## config.mk

```make
export PLATFORM = sky130hd
export DESIGN_NAME = sync_skew_monitor
export DESIGN_NICKNAME = d
export VERILOG_FILES = /design/src/rtl/sync_skew_pkg.sv /design/src/rtl/sync_skew_rst_sync.sv /design/src/rtl/sync_skew_counter.sv /design/src/rtl/sync_skew_error.sv /design/src/rtl/sync_skew_window.sv /design/src/rtl/sync_skew_monitor.sv
export SDC_FILE = /design/constraint.sdc
export NUM_CORES = 1
export LEC_CHECK = 0
export BUFFER_PORTS_ARGS = -buffer_cell sky130_fd_sc_hd__buf_2
export CORE_MARGIN = 2
export CORE_UTILIZATION = 45
export DETAILED_ROUTE_END_ITERATION = 16
export SYNTH_ARGS = -nofsm -noshare
export SYNTH_HDL_FRONTEND = slang
export SYNTH_SLANG_ARGS = --single-unit
```

## constraint.sdc

```tcl
create_clock -name clk -period 2.9 [get_ports clk]
set_input_delay 0.145 -clock clk [delete_from_list [all_inputs] [get_ports clk]]
set_output_delay 0.145 -clock clk [all_outputs]
set_load 0.1 [all_outputs]
```

## src/rtl/sync_skew_pkg.sv

```systemverilog
package sync_skew_pkg;

  localparam int unsigned THR_CODE_W = 3;
  localparam int unsigned THR_VAL_W  = 8;

  // Non-uniform window half-width table, indexed by the 3-bit code.
  function automatic logic [THR_VAL_W-1:0] thr_lookup(input logic [THR_CODE_W-1:0] code);
    logic [THR_VAL_W-1:0] t;
    case (code)
      3'd0:    t = 8'd4;
      3'd1:    t = 8'd8;
      3'd2:    t = 8'd16;
      3'd3:    t = 8'd32;
      3'd4:    t = 8'd48;
      3'd5:    t = 8'd64;
      3'd6:    t = 8'd96;
      default: t = 8'd128;
    endcase
    return t;
  endfunction

endpackage

```

## src/rtl/sync_skew_rst_sync.sv

```systemverilog
module sync_skew_rst_sync #(
  parameter int unsigned STAGES = 2
) (
  input  logic clk,
  input  logic rst_n,
  output logic rst_n_sync
);

  logic [STAGES-1:0] chain_q;
  logic [STAGES-1:0] chain_d;

  always_comb begin
    chain_d = {chain_q[STAGES-2:0], 1'b1};
  end

  always_ff @(posedge clk or negedge rst_n) begin
    if (!rst_n) chain_q <= '0;
    else        chain_q <= chain_d;
  end

  assign rst_n_sync = chain_q[STAGES-1];

endmodule

```

## src/rtl/sync_skew_counter.sv

```systemverilog
module sync_skew_counter #(
  parameter int unsigned CNT_W = 18
) (
  input  logic             clk,
  input  logic             rst_n,
  input  logic             in_edge,
  input  logic             out_edge,
  output logic [CNT_W-1:0] meas,
  output logic             meas_vld,
  output logic             armed
);

  localparam logic [CNT_W-1:0] CNT_MAX = {CNT_W{1'b1}};

  logic [CNT_W-1:0] cnt_q, cnt_d, cnt_inc;
  logic             armed_q, armed_d;
  logic [CNT_W-1:0] meas_q, meas_d;
  logic             vld_q, vld_d;
  logic             cnt_en, capture;

  // Elapsed cycles including the current edge, held at the ceiling.
  always_comb begin
    cnt_inc = (cnt_q == CNT_MAX) ? cnt_q : cnt_q + 1'b1;
  end

  always_comb begin
    capture = out_edge && armed_q;
    cnt_en  = in_edge || armed_q;
    cnt_d   = cnt_q;
    armed_d = armed_q;
    if (in_edge) begin
      cnt_d   = '0;
      armed_d = 1'b1;
    end else begin
      if (armed_q) cnt_d = cnt_inc;
      if (out_edge) armed_d = 1'b0;
    end
    vld_d  = capture;
    meas_d = capture ? cnt_inc : meas_q;
  end

  always_ff @(posedge clk or negedge rst_n) begin
    if (!rst_n) begin
      cnt_q   <= '0;
      armed_q <= 1'b0;
      meas_q  <= '0;
      vld_q   <= 1'b0;
    end else begin
      if (cnt_en)  cnt_q  <= cnt_d;
      armed_q <= armed_d;
      if (capture) meas_q <= meas_d;
      vld_q   <= vld_d;
    end
  end

  assign meas     = meas_q;
  assign meas_vld = vld_q;
  assign armed    = armed_q;

endmodule

```

## src/rtl/sync_skew_error.sv

```systemverilog
module sync_skew_error #(
  parameter int unsigned CNT_W = 18,
  parameter int unsigned TGT_W = 17,
  parameter int unsigned ERR_W = 9
) (
  input  logic [CNT_W-1:0] meas,
  input  logic [TGT_W-1:0] target,
  output logic [ERR_W-1:0] err_sat
);

  localparam int unsigned OP_W  = (CNT_W > TGT_W) ? CNT_W : TGT_W;
  localparam int unsigned DIF_W = OP_W + 2;
  localparam logic signed [DIF_W-1:0] ERR_MAX = DIF_W'((2 ** (ERR_W - 1)) - 1);
  localparam logic signed [DIF_W-1:0] ERR_MIN = -DIF_W'(2 ** (ERR_W - 1));

  logic signed [DIF_W-1:0] meas_ext, tgt_ext, diff;

  always_comb begin
    meas_ext = signed'(DIF_W'(meas));
    tgt_ext  = signed'(DIF_W'(target));
    diff     = meas_ext - tgt_ext;
    if (diff > ERR_MAX)      err_sat = ERR_MAX[ERR_W-1:0];
    else if (diff < ERR_MIN) err_sat = ERR_MIN[ERR_W-1:0];
    else                     err_sat = diff[ERR_W-1:0];
  end

endmodule

```

## src/rtl/sync_skew_window.sv

```systemverilog
module sync_skew_window
  import sync_skew_pkg::*;
#(
  parameter int unsigned ERR_W = 9
) (
  input  logic [ERR_W-1:0]      err,
  input  logic [THR_CODE_W-1:0] code,
  output logic                  outside
);

  localparam int unsigned CMP_W = ((ERR_W > THR_VAL_W) ? ERR_W : THR_VAL_W) + 2;

  logic signed [CMP_W-1:0] err_ext, thr_pos, thr_neg;

  always_comb begin
    err_ext = CMP_W'(signed'(err));
    thr_pos = signed'(CMP_W'(thr_lookup(code)));
    thr_neg = -thr_pos;
    outside = (err_ext > thr_pos) || (err_ext < thr_neg);
  end

endmodule

```

## src/rtl/sync_skew_monitor.sv

```systemverilog
module sync_skew_monitor
  import sync_skew_pkg::*;
#(
  parameter int unsigned CNT_W = 18,
  parameter int unsigned TGT_W = 17,
  parameter int unsigned ERR_W = 9
) (
  input  logic                  clk,
  input  logic                  rst_n,
  input  logic                  sync_in_stb,
  input  logic                  sync_out_stb,
  input  logic [TGT_W-1:0]      skew_target,
  input  logic [THR_CODE_W-1:0] thr_sel,
  output logic [ERR_W-1:0]      skew_err,
  output logic                  skew_alarm
);

  logic             rst_n_s;
  logic [CNT_W-1:0] meas;
  logic             meas_vld;
  logic             armed;
  logic [ERR_W-1:0] err_nxt;
  logic             out_nxt;
  logic [ERR_W-1:0] err_q, err_d;
  logic             alarm_q, alarm_d;

  sync_skew_rst_sync #(.STAGES(2)) u_rst (
    .clk        (clk),
    .rst_n      (rst_n),
    .rst_n_sync (rst_n_s)
  );

  sync_skew_counter #(.CNT_W(CNT_W)) u_cnt (
    .clk      (clk),
    .rst_n    (rst_n_s),
    .in_edge  (sync_in_stb),
    .out_edge (sync_out_stb),
    .meas     (meas),
    .meas_vld (meas_vld),
    .armed    (armed)
  );

  sync_skew_error #(.CNT_W(CNT_W), .TGT_W(TGT_W), .ERR_W(ERR_W)) u_err (
    .meas    (meas),
    .target  (skew_target),
    .err_sat (err_nxt)
  );

  sync_skew_window #(.ERR_W(ERR_W)) u_win (
    .err     (err_nxt),
    .code    (thr_sel),
    .outside (out_nxt)
  );

  always_comb begin
    err_d   = err_nxt;
    alarm_d = out_nxt;
  end

  always_ff @(posedge clk or negedge rst_n_s) begin
    if (!rst_n_s) begin
      err_q   <= '0;
      alarm_q <= 1'b0;
    end else if (meas_vld) begin
      err_q   <= err_d;
      alarm_q <= alarm_d;
    end
  end

  assign skew_err   = err_q;
  assign skew_alarm = alarm_q;

endmodule

```

After elaboration in Yosys (flattened, before gate mapping)
Index checks and enable logic that the tools add are counted.

storage, ports and cells
  output and inout bits = 10
  register bits = 50
  word-level logic and storage cells = 36

operators by class
  reductions and logical operators = 7
  equality and inequality tests = 7
  add/subtract/negate cells = 3
  mux-type cells = 8
  order comparisons = 4

operator list
  kind                                                          number
  case mux 8 bit (7 select lines)                               1
  two-way mux 18 bit                                            3
  > comparator 20 x 9 -> 1 bit (second input constant)          1
  less-than comparator 20 x 9 -> 1 bit (second input constant)  1
  subtractor 18 x 17 -> 19 bit                                  1
  adder 18 x 1 -> 18 bit (second input constant)                1
  == test 18 bit (second input constant)                        1
  two-way mux 9 bit                                             2
  less-than comparator 9 x 11 -> 1 bit                          1
  negation 8 -> 11 bit                                          1
  == test 3 bit (second input constant)                         3
  > comparator 9 bit                                            1
  == test 3 x 2 -> 1 bit (second input constant)                2
  nonzero test 2 bit                                            2
  == test 3 x 1 -> 1 bit (second input constant)                1
  zero test 3 bit                                               1
  logical OR 1 bit                                              2
  two-way mux 1 bit                                             2
  AND reduction 2 bit                                           1
  logical AND 1 bit                                             1

Depth between registers and ports, before layout
Gate-level depths: netlist of the first run.

  depth after elaboration = 6
  depth in mapped cells = 21

Hierarchy
Synthesis of the first run repeated with hierarchy kept, for this count alone.

unflattened totals
  cells, all modules = 516
  area, all modules = 4,428.0 um^2

modules (own cells, without submodules)
  module              area an instance (um^2)  sequential area each (um^2)  cells an instance  times used
  sync_skew_counter   2,173.3                  950.9                        246                1
  sync_skew_error     1,333.8                  0.0                          191                1
  sync_skew_window    455.4                    0.0                          55                 1
  sync_skew_monitor   411.6                    250.2                        21                 1
  sync_skew_rst_sync  53.8                     50.0                         3                  1

Least setup slack after synthesis of the first run
No wires, ideal clock.

  path type = register to register
  start = reg u_cnt.meas_q[0], in the netlist u_cnt.meas[0]
  end = reg alarm_q, in the netlist skew_alarm
  arrival time = 4,127 ps
  slack = -1,305 ps
  period minus slack after synthesis = 4,205 ps
  path buffers = 1
  cell stages (with the launch flop) = 22
  required time = 2,822 ps
  path through = dfrtp_1 > inv_1 > ha_1 > fa_1 > nand2b_1 > a21oi_2 > o41a_1 > a311oi_1 > xor2_1 > nor4_1 > a41oi_2 > buf_2 > a21o_1 > ha_1 > o21a_1 > o21a_1 > o21a_1 > o21a_1 > o21a_1 > o21ai_0 > a21oi_1 > a21oi_1

between the ends
  cells in the longest elaborated chain, start to end = 6
  elaborated cells on any way between the ends = 8
  classes of those cells = add/sub: 1; order compare: 4; mux: 2; reduce/logical: 1

RTL lines
  item                                                                        RTL line                 text
  start, declared                                                             sync_skew_counter.sv:17  logic [CNT_W-1:0] meas_q, meas_d;
  start signal, assigned                                                      sync_skew_counter.sv:51  if (capture) meas_q <= meas_d;
  subtractor 18 x 17 -> 19 bit (*)                                            sync_skew_error.sv:21    diff = meas_ext - tgt_ext;
  less-than comparator 20 x 9 -> 1 bit                                        sync_skew_error.sv:23    else if (diff < ERR_MIN) err_sat = ERR_MIN[ERR_W-1:0];
  two-way mux 9 bit                                                           sync_skew_error.sv:23
  two-way mux 9 bit (*)                                                       sync_skew_error.sv:22    if (diff > ERR_MAX) err_sat = ERR_MAX[ERR_W-1:0];
  less-than comparator 9 x 11 -> 1 bit or > comparator 9 bit (tied branches)  sync_skew_window.sv:19   outside = (err_ext > thr_pos) || (err_ext < thr_neg);
  logical OR 1 bit (*)                                                        sync_skew_window.sv:19
  end signal, assigned                                                        sync_skew_monitor.sv:66  alarm_q <= alarm_d;
  end, declared                                                               sync_skew_monitor.sv:25  logic alarm_q, alarm_d;

Mark *: on every way between the ends. The rest lies on a longest branch, timed or not.
A chain may end at the register's enable or synchronous reset.

Worst setup path after layout of the first run
  start = reg u_cnt.meas_q[12], in the netlist u_cnt.meas[12]
  end = reg alarm_q, in the netlist skew_alarm

Same word-level chain as after synthesis.

==> flow_summary.ini, run 1 <==
[setup_path]
path_common_cell = o21a_1
reg2reg_slack_ps = -1290
crit_path_start_kind = register
crit_path_end_kind = register
cp.required_ps = 3130
crit_family = compound AO/OA/AOI/OAI gates
cp.arrival_ps = 4420
crit_chain = ha_4 > a21o_1 > o21a_1 > a311o_1 > or3_4 > a211oi_2 > nand4_2 > o31ai_4 > a21o_1 > ha_4 > o21a_1 > o21a_1 > o21a_1 > o21a_1 > o21a_1 > o21ai_1 > a21oi_1 > a21oi_1
cpPeakStageDelay_ps = 420
crit_fanout = 5
path_buf_inv = 0
cp_slowest_cell = dfrtp_1
worstSetupPathType = reg -> reg

[synth]
synth-edff-count = 0
yosysWarnings = 0
syn_area_per_cell_um2 = 8.39
synth_cells = 471
synth_ff_type = dfrtp_1
ys_types = 55
synth-seq-area-share_pct = 31.7
synth-xor-area-share_pct = 8.20
synth_top_family_by_area = compound AO/OA/AOI/OAI gates
yosys.area_share.simple_pct = 19.9
netlist_area_um2 = 3950
synth_compound_area_share_pct = 22.4
synth-seq-cells = 50
synth_adder_area_share_pct = 11.3
muxShareOfSynthArea_pct = 1.52
postSynth.asyncResetShare_pct = 100

[placement]
pre_cts_ws_ps = -1260
io_buffers = 33
placed_cell_area_um2 = 4700
hpwl_mm = 7.45
gp_congestion = 0.883
place_inst = 659

[route]
via_per_inst = 5.24
drt_iter0_markers = 135
drt_wl_total_mm = 9.36
vias = 3536
drc = 0
dr.pass1.iters = 4
wl_per_cell_um = 13.9
ant_nets = 0

[cells_and_area]
stdcell_count = 675
fill_cells = 814
nets = 625
n_antenna_cell = 0
final_cell_mix = buf_4 (68), nand2_1 (61), dfrtp_1 (49), o21ai_0 (36)
final_common_cell = buf_4
fin_area_um2 = 4990
multi_input_area_um2 = 2680
area_growth_pct = 26.3
drive_gt1_share_pct = 25.4
ff_latch_area_um2 = 1250

[pwr]
ir_drop_mv = 0.205
power.density_nw_per_um2 = 333
p_leak_nw = 2.40

[cts]
clock_sinks = 50
cts.root.buffer_cell = clkbuf_8
path_clk_slew_ps = 100
cts_tree = yes
ctsHtreeMaxLevel = 2
clk_latency_ps = 300
cts_buffers = 5
clockBufferDepth = 2

[status]
violations = negative setup slack
outcome = finished with violations

[die]
rows = 34
die_y_um = 97.7
pin_count = 34
core_area_um2 = 8640
start_util_pct = 45.8
die_w_um = 97.7
dieArea_um2 = 9550

[sta]
drv_slew = 0
fin_setup_tns_ps = -1960
fin_ws_ps = -1290
relSlewSlack_pct = 30.0
rsz0062_at_grt = yes
min_period_ps = 4190
finClkSkew_ps = 11.7
min_period_over_period_pct = 144
hold_viol_final = 0
setup_viol = 8
worst_pin_slew_ps = 1050
fmax_mhz = 239

[global_route]
antenna_found_initial = 0
grt_util_all_layers_pct = 20.9
grt_pass1_vias = 3462
grt_max_degree = 49
grt_overflow = 0
grt_pass1_wl_mm = 16.7

[worst_hold_path]
hp-class = in -> reg

[job]
maxCapViolations = 0
-- synthesized netlist by cell type, drive strengths merged, types with 3 or more instances --
cell type  instances  area (um2)
nand2             61         229
dfrtp             50        1250
o21ai             44         220
ha                34         425
nor2              33         124
inv               32         120
a21oi             27         150
xor2              22         193
nand3             18        90.1
xnor2             15         131
o21a              11        82.6
clkbuf            10        37.5
nand2b             9        56.3
a21o               8        60.1
and3               8        50.1
o311ai             8        87.6
nand4              7        50.1
or3                7        43.8
buf                6        33.8
mux2i              6        60.1
nor2b              5        31.3
a211oi             4        40.0
and2               4        25.0
o211ai             4        35.0
a311oi             3        26.3
a31oi              3        18.8
nor3               3        15.0
o211a              3        30.0
or2                3        18.8
-- stage by stage --
stage	hold WS, ps	power, W	util, %
2_1_floorplan	-151	0.00101	-
3_3_place_gp	-70.3	0.00114	54.4
3_5_place_dp	-67.8	0.00115	54.4
4_1_cts	26.8	0.00167	57.0
5_1_grt	25.7	0.00176	57.8
6_report	38.5	0.00166	57.8
-- path summary, 6_finish.rpt --
kind | cells past startpoint | endpoint | startpoint
worst max-delay path | 18 | skew_alarm | u_cnt.meas[12]
worst min-delay path | 2 | u_cnt.armed | sync_out_stb
worst max register to register | 18 | skew_alarm | u_cnt.meas[12]
worst min register to register | 0 | u_rst.chain_q[1] | u_rst.chain_q[0]
max in group asynchronous | 0 | u_cnt.meas_vld | u_rst.chain_q[1]
min in group asynchronous | 2 | u_rst.chain_q[0] | rst_n
-- final cells by class --
class / instances / area share, %
Multi-Input combinational cell: 374 / 53.6
Sequential cell: 50 / 25.1
Timing Repair Buffer: 103 / 14.0
Tap cell: 108 / 2.71
Inverter: 32 / 2.41
Clock buffer: 6 / 1.45
Clock inverter: 2 / 0.752
-- cell families after synthesis --
logic type | after synthesis
other cells | 2
fa+ha+maj | 35
mux | 6
flops | 50
compound gates | 128
xor+xnor | 37
simple gates | 165
buf+inv | 48
-- registers in the layout (all words and copies together), names as in the netlist --
signal and cells:
u_cnt.meas 18, skew_err 9, u_rst.chain_q 2, u_cnt.armed 1, u_cnt.meas_vld 1, u_cnt.cnt_q 18
skew_alarm 1
-- worst reg2reg max path, stage by stage, from the launching register on --
cell	delay [ps]
dfrtp_1	420
ha_4	240
a21o_1	190
o21a_1	200
a311o_1	310
or3_4	350
a211oi_2	260
nand4_2	170
o31ai_4	360
a21o_1	210
ha_4	210
o21a_1	180
o21a_1	180
o21a_1	170
o21a_1	160
o21a_1	160
o21ai_1	130
a21oi_1	80
a21oi_1	140
-- power breakdown --
| group | switching (W) | internal, W | total [W] |
|---|---|---|---|
| combinational | 0.000230 | 0.000173 | 0.000403 |
| sequential | 0.0000325 | 0.000718 | 0.000751 |
| clock | 0.000248 | 0.000258 | 0.000506 |
| total | 0.000511 | 0.00115 | 0.00166 |
-- routing by layer --
metal	vias up	GRT usage (%)	part of all wire [%]
met4	0	3.53	0.84
met1	1628	30.4	50
met5	-	0	0
li1	1853	-	-
met3	6	2.23	2.4
met2	49	34.5	46
-- repair_timing --
item	CTS	global route
endpoints found under the hold margin	2	0
cloned	0	0
hold buffers	1	0
resized for setup	11	8
setup endpoints to repair	8	9
setup buffers	4	3
pin swaps	10	13
Power figures use the tool's default switching activity.
==> inputs of run 2 (changes only) <==
Settings changed: PLACE_DENSITY_LB_ADDON from default to 0.12.
==> run 2 against run 1 <==
Effect of this change: the flow still finishes with violations (negative setup slack); combinational power grew 2%; power grew 1.1%; core utilization grew 1.3 points; die area is the same; design area grew 2.2%; sequential power is essentially flat; hold slack lost 6.4 ps; count of clock-buffer cells in the layout is the same; worst setup slack lost 37 ps; maximum frequency shrank 0.88%; global-route usage grew 0.28 points; via count grew 2.9%; highest routed layer unchanged.
==> flow_summary.ini, run 2 (same netlist as run 1, synthesis figures left out) <==
[status]
outcome = finished with violations
violations = negative setup slack

[pwr]
p_leak_nw = 2.48
power.density_nw_per_um2 = 329
finalPower_w = 0.00168
ir_drop_mv = 0.255

[setup_path]
cp.arrival_ps = 4470
reg2reg_depth = 18
crit_path_end_kind = register
crit_start = u_cnt.meas[5]
rr_startpoint = u_cnt.meas[5]
cp.required_ps = 3140
crit_path_start_kind = register
worstSetupPathType = reg -> reg
timing.rr.end = skew_alarm
crit_fanout = 4
reg2reg_slack_ps = -1330
endpoint = skew_alarm

[global_route]
grt_pass1_wl_mm = 16.8
grt_max_degree = 49
grt_pass1_vias = 3616
grt_util_all_layers_pct = 21.2
antenna_found_initial = 0
grt_overflow = 0

[route]
ant_nets = 0
drt_wl_total_mm = 9.97
via_per_inst = 5.29
dr.pass1.iters = 6
drt_iter0_markers = 158
vias = 3637
wl_per_cell_um = 14.5
drc = 0

[sta]
fin_ws_ps = -1330
min_period_ps = 4230
relSlewSlack_pct = 28.8
rsz0062_at_grt = yes
worst_pin_slew_ps = 1070
finClkSkew_ps = 10.2
hold_viol_final = 0
setup_viol = 9
min_period_over_period_pct = 146
drv_slew = 0
fmax_mhz = 237

[cells_and_area]
stdcell_count = 687
area_growth_pct = 29.1
final_cell_mix = buf_4 (68), nand2_1 (61), dfrtp_1 (49), o21ai_0 (36)
nets = 637
final_common_cell = buf_4
drive_gt1_share_pct = 26.1
n_antenna_cell = 0
fin_area_um2 = 5100

[die]
core_area_um2 = 8640
die_y_um = 97.7
rows = 34
pin_count = 34
die_w_um = 97.7
dieArea_um2 = 9550
start_util_pct = 45.8

[cts]
clockBufferDepth = 2
cts_buffers = 5
cts.root.buffer_cell = clkbuf_8
ctsHtreeMaxLevel = 2
clk_latency_ps = 310
cts_tree = yes
path_clk_slew_ps = 100
clock_sinks = 50

[worst_hold_path]
hp-class = in -> reg

[placement]
place_inst = 655
io_buffers = 33
gp_congestion = 0.886
hpwl_mm = 7.35
placed_cell_area_um2 = 4670

[job]
maxCapViolations = 0
-- run 2: cell type report --
class                      instances  area, um2
clock buffer                       6       72.6
clock inverter                     2       37.5
inverter                          32        120
timing repair buffer             115        832
tap                              108        135
multi-input combinational        374       2650
fill                             758       3530
sequential                        50       1250
-- run 2: routing by layer --
layer	up-vias	wire, um	global-route usage, %
met1	1693	4630	27.2
met5	-	0	0
li1	1872	-	-
met3	16	240	2.66
met2	56	4910	37.4
met4	0	204	6.20
-- run 2: worst min-delay path by stage --
stage | start | endpoint | slack, ps | depth (start not counted)
final | sync_out_stb | u_cnt.armed | 30 | 2
after global routing | sync_out_stb | u_cnt.armed | 40 | 2
after CTS | sync_out_stb | u_cnt.armed | 20 | 2
after detailed placement | rst_n | u_rst.chain_q[0] | -70 | 1
after global placement | rst_n | u_rst.chain_q[0] | -70 | 1
after floorplan | rst_n | u_rst.chain_q[0] | -150 | 0
-- run 2: where the power goes --
group | internal (W) | total, W | switching (W)
combinational | 0.000172 | 0.000411 | 0.000238
sequential | 0.000718 | 0.000752 | 0.0000339
clock | 0.000258 | 0.000516 | 0.000258
total | 0.00115 | 0.00168 | 0.000530
-- run 2: worst max-delay path: stages, from the launching register on --
cell and delay (ps):
dfrtp_1 390, ha_1 330, a21o_1 240, o41a_1 430, a311oi_2 270, xor2_1 260
buf_4 160, nand4_2 130, o31ai_4 350, a21o_1 190, ha_4 200, o21a_1 190
o21a_1 170, o21a_1 160, o21a_1 160, o21a_1 160, o21ai_1 130, a21oi_1 80
a21oi_1 140
-- run 2: per-stage QoR --
stage	worst slack (ps)	hold slack [ps]	setup TNS, ps	utilization, %
detailed placement	-1280	-69.1	-2260	54.0
finish	-1330	32.1	-10000	59.1
CTS	-1210	21.6	-8500	58.4
global placement	-1170	-69.8	-1750	54.0
global route	-1520	42.4	-11380	59.1
floorplan	-1150	-151	-1150	-
-- run 2: timing repair --
item                                    in CTS  in global routing
resized for setup                           22                  5
hold buffers                                 1                  0
pin swaps                                   13                 10
endpoints found under the setup margin       8                  9
endpoints found under the hold margin        2                  0
buffers inserted                            20                  4
